**src/rtl/fseq_pkg.sv**
```systemverilog
package fseq_pkg;
  typedef enum logic [2:0] {
    PH_IDLE,
    PH_START,
    PH_LEAD,
    PH_BURST,
    PH_TRAIL,
    PH_XFER
  } phase_e;

  localparam int unsigned SCLK_PULSES = 16;
endpackage

```
**src/rtl/fseq_rst_sync.sv**
```systemverilog
module fseq_rst_sync (
  input  logic clk_i,
  input  logic arst_ni,
  output logic srst_no
);
  logic q1, q2;

  always_ff @(posedge clk_i or negedge arst_ni) begin
    if (!arst_ni) begin
      q1 <= 1'b0;
      q2 <= 1'b0;
    end else begin
      q1 <= 1'b1;
      q2 <= q1;
    end
  end

  assign srst_no = q2;
endmodule

```
**src/rtl/fseq_frame_timer.sv**
```systemverilog
module fseq_frame_timer #(
  parameter int unsigned FRAME_CYC = 400,
  parameter int unsigned CW        = $clog2(FRAME_CYC)
) (
  input  logic          clk_i,
  input  logic          rst_ni,
  output logic [CW-1:0] pos_d_o
);
  logic [CW-1:0] pos_q, pos_n;
  logic          run_q, run_n;
  logic          upd;

  // next-state
  always_comb begin
    run_n = 1'b1;
    if (!run_q) begin
      pos_n = '0;
    end else if (pos_q == CW'(FRAME_CYC - 1)) begin
      pos_n = '0;
    end else begin
      pos_n = pos_q + 1'b1;
    end
  end

  assign upd = 1'b1;

  // register
  always_ff @(posedge clk_i or negedge rst_ni) begin
    if (!rst_ni) begin
      pos_q <= '0;
      run_q <= 1'b0;
    end else if (upd) begin
      pos_q <= pos_n;
      run_q <= run_n;
    end
  end

  assign pos_d_o = pos_n;
endmodule

```
**src/rtl/fseq_phase_decode.sv**
```systemverilog
module fseq_phase_decode
  import fseq_pkg::*;
#(
  parameter int unsigned FRAME_CYC = 400,
  parameter int unsigned CW        = $clog2(FRAME_CYC),
  parameter int unsigned START_W   = 2,
  parameter int unsigned XFER_W    = 2,
  parameter int unsigned SCLK_HALF = 4,
  parameter int unsigned GAP_CYC   = 2
) (
  input  logic [CW-1:0] pos_i,
  output phase_e        phase_o
);
  localparam int unsigned BURST_BEG = START_W + GAP_CYC;
  localparam int unsigned BURST_END = BURST_BEG + 2 * SCLK_HALF * SCLK_PULSES;
  localparam int unsigned XFER_BEG  = BURST_END + GAP_CYC;
  localparam int unsigned XFER_END  = XFER_BEG + XFER_W;

  always_comb begin
    if (pos_i < CW'(START_W))        phase_o = PH_START;
    else if (pos_i < CW'(BURST_BEG)) phase_o = PH_LEAD;
    else if (pos_i < CW'(BURST_END)) phase_o = PH_BURST;
    else if (pos_i < CW'(XFER_BEG))  phase_o = PH_TRAIL;
    else if (pos_i < CW'(XFER_END))  phase_o = PH_XFER;
    else                             phase_o = PH_IDLE;
  end
endmodule

```
**src/rtl/fseq_burst_gen.sv**
```systemverilog
module fseq_burst_gen
  import fseq_pkg::*;
#(
  parameter int unsigned SCLK_HALF = 4,
  parameter int unsigned SHIFT_DLY = 1
) (
  input  logic   clk_i,
  input  logic   rst_ni,
  input  phase_e phase_d_i,
  output logic   sclk_d_o,
  output logic   shift_d_o
);
  localparam int unsigned HCW = (SCLK_HALF > 1) ? $clog2(SCLK_HALF) : 1;

  logic [HCW-1:0] hc_q, hc_n;
  logic           lvl_q, lvl_n;
  logic           inb_q, inb_n;
  logic           upd;

  assign upd = (phase_d_i == PH_BURST) || inb_q;

  // next-state
  always_comb begin
    hc_n  = hc_q;
    lvl_n = lvl_q;
    inb_n = inb_q;
    if (phase_d_i != PH_BURST) begin
      hc_n  = '0;
      lvl_n = 1'b0;
      inb_n = 1'b0;
    end else if (!inb_q) begin
      hc_n  = '0;
      lvl_n = 1'b1;
      inb_n = 1'b1;
    end else if (hc_q == HCW'(SCLK_HALF - 1)) begin
      hc_n  = '0;
      lvl_n = ~lvl_q;
    end else begin
      hc_n  = hc_q + 1'b1;
    end
  end

  // register
  always_ff @(posedge clk_i or negedge rst_ni) begin
    if (!rst_ni) begin
      hc_q  <= '0;
      lvl_q <= 1'b0;
      inb_q <= 1'b0;
    end else if (upd) begin
      hc_q  <= hc_n;
      lvl_q <= lvl_n;
      inb_q <= inb_n;
    end
  end

  assign sclk_d_o  = lvl_n;
  assign shift_d_o = lvl_n && (hc_n == HCW'(SHIFT_DLY));
endmodule

```
**src/rtl/adc_frame_seq.sv**
```systemverilog
module adc_frame_seq
  import fseq_pkg::*;
#(
  parameter int unsigned FRAME_CYC = 400,
  parameter int unsigned START_W   = 2,
  parameter int unsigned XFER_W    = 2,
  parameter int unsigned SCLK_HALF = 4,
  parameter int unsigned SHIFT_DLY = 1,
  parameter int unsigned GAP_CYC   = 2
) (
  input  logic clk_i,
  input  logic rst_ni,
  output logic conv_start_o,
  output logic sclk_o,
  output logic shift_en_o,
  output logic xfer_n_o
);
  localparam int unsigned CW = $clog2(FRAME_CYC);

  logic          srst_n;
  logic [CW-1:0] pos_d;
  phase_e        phase_d;
  logic          sclk_d, shift_d;
  logic          start_q, sclk_q, shift_q, xfer_n_q;

  fseq_rst_sync u_rst (
    .clk_i   (clk_i),
    .arst_ni (rst_ni),
    .srst_no (srst_n)
  );

  fseq_frame_timer #(.FRAME_CYC(FRAME_CYC), .CW(CW)) u_timer (
    .clk_i   (clk_i),
    .rst_ni  (srst_n),
    .pos_d_o (pos_d)
  );

  fseq_phase_decode #(
    .FRAME_CYC(FRAME_CYC), .CW(CW), .START_W(START_W), .XFER_W(XFER_W),
    .SCLK_HALF(SCLK_HALF), .GAP_CYC(GAP_CYC)
  ) u_dec (
    .pos_i   (pos_d),
    .phase_o (phase_d)
  );

  fseq_burst_gen #(.SCLK_HALF(SCLK_HALF), .SHIFT_DLY(SHIFT_DLY)) u_burst (
    .clk_i     (clk_i),
    .rst_ni    (srst_n),
    .phase_d_i (phase_d),
    .sclk_d_o  (sclk_d),
    .shift_d_o (shift_d)
  );

  // output register stage, decoded from next state
  always_ff @(posedge clk_i or negedge srst_n) begin
    if (!srst_n) begin
      start_q  <= 1'b0;
      sclk_q   <= 1'b0;
      shift_q  <= 1'b0;
      xfer_n_q <= 1'b1;
    end else begin
      start_q  <= (phase_d == PH_START);
      sclk_q   <= sclk_d;
      shift_q  <= shift_d;
      xfer_n_q <= (phase_d != PH_XFER);
    end
  end

  assign conv_start_o = start_q;
  assign sclk_o       = sclk_q;
  assign shift_en_o   = shift_q;
  assign xfer_n_o     = xfer_n_q;
endmodule

```
**config.mk**
```make
export PLATFORM = sky130hd
export DESIGN_NAME = adc_frame_seq
export DESIGN_NICKNAME = d
export VERILOG_FILES = /design/src/rtl/fseq_pkg.sv /design/src/rtl/fseq_rst_sync.sv /design/src/rtl/fseq_frame_timer.sv /design/src/rtl/fseq_phase_decode.sv /design/src/rtl/fseq_burst_gen.sv /design/src/rtl/adc_frame_seq.sv
export SDC_FILE = /design/constraint.sdc
export NUM_CORES = 1
export LEC_CHECK = 0
export BUFFER_PORTS_ARGS = -buffer_cell sky130_fd_sc_hd__buf_2
export CORE_UTILIZATION = 55
export DETAILED_ROUTE_END_ITERATION = 10
export GPL_TIMING_DRIVEN = 0
export PLACE_DENSITY = 0.73
export SYNTH_ARGS = -nofsm -noshare
export SYNTH_HDL_FRONTEND = slang
export SYNTH_SLANG_ARGS = --single-unit
```
**constraint.sdc**
```tcl
create_clock -name clk_i -period 0.84 [get_ports clk_i]
set_input_delay 0.168 -clock clk_i [delete_from_list [all_inputs] [get_ports clk_i]]
set_output_delay 0.168 -clock clk_i [all_outputs]
set_load 0.01 [all_outputs]
```
==> results by group <==
Route
  – Via Count: between 700 and 800
  – DRT Wirelength: roughly 1700 um
  – Drc violations: 1
  – Detailed Routing Iterations Pass 1: 6
  – Initial DRC count: 9
  – Vias per inst: approximately 5.7
  – Routed Antenna Nets: 0
  – WL/cell: roughly 14 um

Floorplan
  – Starting Density: 61.0%
  – Chip Height: 43.8 um
  – Cell Rows: 14
  – Die area: 1920 um^2
  – Die W: about 44 um
  – # IOs: 6
  – Placeable Area: about 1600 um^2

Clock network
  – CTS Buf Count: 3
  – H-tree depth: 1
  – Root buffer cell: clkbuf_4
  – CTS tree: yes
  – Clock Sinks: 20
  – Max clock buf depth: 2
  – Worst-path clk slew: 0.11 ns
  – Clock Latency Late Sink: 0.30 ns

Worst setup path
  – Max incr delay on CP: roughly 0.42 ns
  – CP Class: reg -> reg
  – Worst setup SP type: flip-flop
  – Setup crit end kind: flip-flop
  – CP Cell Sequence: ha_4 > and2_4 > a21oi_2 > o32ai_2 > nand4b_1 > nand2_2 > mux2i_1
  – Crit path arrival time: 2.03 ns
  – Worst EP required: between 1 and 1.5 ns
  – Crit-path slowest cell: dfrtp_2
  – Max Fanout on Critical Path: 7

Logic synthesis
  – Mean Syn Cell Area: 10.7 um^2
  – Post-Syn Area: 962 um^2
  – Yosys top cell area share: about half
  – Post-synth EDFFs: 0
  – YS warnings: 0
  – Asr flop ratio synth: between 90% and 100%
  – Main flop type after synthesis: dfrtp_1
  – Post-Synthesis Cells: 90
  – Sequential share of the synthesized area: a little over half
  – Area contributors post-synth: dfrtp_1, nand2_1, xnor2_1
  – Synth cell types: 35
  – Area leader, netlist: dfrtp_1
  – #FFs+latches synth: 20

Pwr
  – Logic pwr share: about an eighth
  – Seq pwr share: between 50% and 60%
  – Cell Pwr Density: 1500 nW/um^2
  – Pleak: 0.567 nW
  – Part of the power in the clock network: a little under 30%
  – Pint: ~1.4 mW
  – VDD IR max: between 0.001 and 0.0015 V
  – Net load switching power: ~0.44 mW
  – Sw Ratio: between 20% and 30%

Final layout
  – Leading cell type in the layout, fill and taps excluded: dfrtp_1
  – Area grow syn2layout: 29.4%
  – Most frequent cells in the layout: dfrtp_1, buf_4, nand2_1
  – Layout cells sized above 1: between 40% and 50%
  – Final Instance Area: between 1000 and 1500 um^2
  – Core Util, Final: about four fifths
  – Final net count: 116
  – Reg area: around 500 um^2
  – Area of the multi-input gates: 541 um^2
  – # fillers: 100
  – Antenna cells: 0
  – Non-filler cells in the finished layout: ~130

Timing
  – Final setup margin: -0.968 ns
  – Setup_tns: -12.55 ns
  – Clock skew: approximately 0.0086 ns
  – Endpoints failing hold: 0
  – Final setup fails: 21
  – Fmax: roughly 550 MHz
  – Fin crit share: 215%
  – Unrepaired setup endpoints after global routing: yes
  – Slew Limit Fails: 0
  – Clock period minus final worst setup slack: ~1.8 ns

Global routing
  – Pin count of the biggest net entering global routing: 19
  – Global-route wire length before repair: 2930 um
  – Initial antenna violation count: 0
  – Total track usage: 21.2%
  – GRT overflow: 0
  – Vias in the first global route: just over 700

Placement
  – HPWL after DPL: between 1000 and 1500 um
  – Post-place setup slack: -0.975 ns
  – Placed cells: about 110
  – I/O Buffers: 5
  – Placed instance area: ~1100 um^2
  – Gp weighted congestion: ~0.82

Flow run
  – Max-Cap Viols: 0

Outcome
  – Failing checks: DRC, setup timing
  – Status: complete, but fails checks

Worst hold path
  – Hold Crit Class: in -> async
==> final timing paths <==
check                                 start               end  slack, ns  depth (start not counted)
hold / removal                       rst_ni     u_rst.srst_no       0.16                          2
setup / recovery           u_timer.pos_q[0]   u_burst.hc_q[1]      -0.97                          7
max in group asynchronous     u_rst.srst_no          xfer_n_o       0.33                          0
hold reg to reg               u_rst.srst_no  u_timer.pos_q[8]       0.19                          0
min in group clk_i                 u_rst.q1     u_rst.srst_no       0.38                          0
setup reg to reg           u_timer.pos_q[0]   u_burst.hc_q[1]      -0.97                          7
==> power by group through the flow <==
stage	registers, mW	logic (mW)	clock network, mW
after global placement	1.11	0.183	0
after floorplan	1.10	0.148	0
after CTS	1.09	0.232	0.564
after detailed placement	1.11	0.189	0
after global routing	1.10	0.262	0.602
final	1.09	0.237	0.543
==> flip-flops by register name, indices dropped and copies added, names as in the netlist <==
register / flops
sclk_o: 1
conv_start_o: 1
u_burst.lvl_q: 1
shift_en_o: 1
u_timer.run_q: 1
u_rst.q1: 1
xfer_n_o: 1
u_burst.inb_q: 1
u_rst.srst_no: 1
u_burst.hc_q: 2
u_timer.pos_q: 9
==> logic make-up (layout without fill, tap and decap cells) <==
group	Yosys count	after routing	share of synthesized area [%]
simple gates	38	38	20.8
flops	20	20	52.1
compound gates	15	15	12.6
xor+xnor	8	8	7.28
buf+inv	4	24	2.08
fa+ha+maj	2	2	2.60
mux	2	2	2.08
other cells	1	2	0.390
==> final cells by class <==
class / count / share of cell area, %
repair buffers: 16 / 9.95
multi-input cells: 67 / 43.4
flip-flops and latches: 20 / 40.5
plain buffers: 2 / 1.01
well taps: 16 / 1.61
clock buffers: 4 / 2.91
inverters: 2 / 0.603
==> worst max-delay path, delay by kind of cell (launching register included) <==
| family | cells | cell delay (ns) |
|---|---|---|
| adder cells (fa/ha/maj) | 1 | 0.19 |
| flip-flops | 1 | 0.42 |
| AO/OA/AOI/OAI | 2 | 0.39 |
| multiplexers | 1 | 0.18 |
| AND/OR/NAND/NOR | 3 | 0.55 |
==> metrics by stage <==
step	hold WS, ns	power, mW
after floorplan	-0.128	1.25
after global placement	-0.0486	1.29
after detailed placement	-0.0467	1.30
after CTS	0.155	1.88
after global routing	0.167	1.96
final	0.163	1.87
==> per-layer routing <==
layer	vias up	global-route usage [%]	share of wire (%)
met5	-	0	0
met4	0	7.50	1.9
met3	4	5.00	2.1
met2	6	35.2	48
met1	356	27.1	48
li1	353	-	-
==> synthesized netlist by cell type, types with 3 or more instances <==
| cell | n |
|---|---|
| dfrtp_1 | 19 |
| nand4_1 | 3 |
| nor2b_1 | 3 |
| nand2_1 | 10 |
| a21oi_1 | 3 |
| nor2_1 | 9 |
| and2_1 | 5 |
| xor2_1 | 4 |
| xnor2_1 | 4 |
==> repair_timing <==
action,4_1_cts,5_1_grt
endpoints found under the setup margin,21,38
setup buffers,10,2
hold buffers,1,0
endpoints found under the hold margin,2,0
pin swaps,7,11
resized for setup,6,8
(Power assumes the default switching activity.)
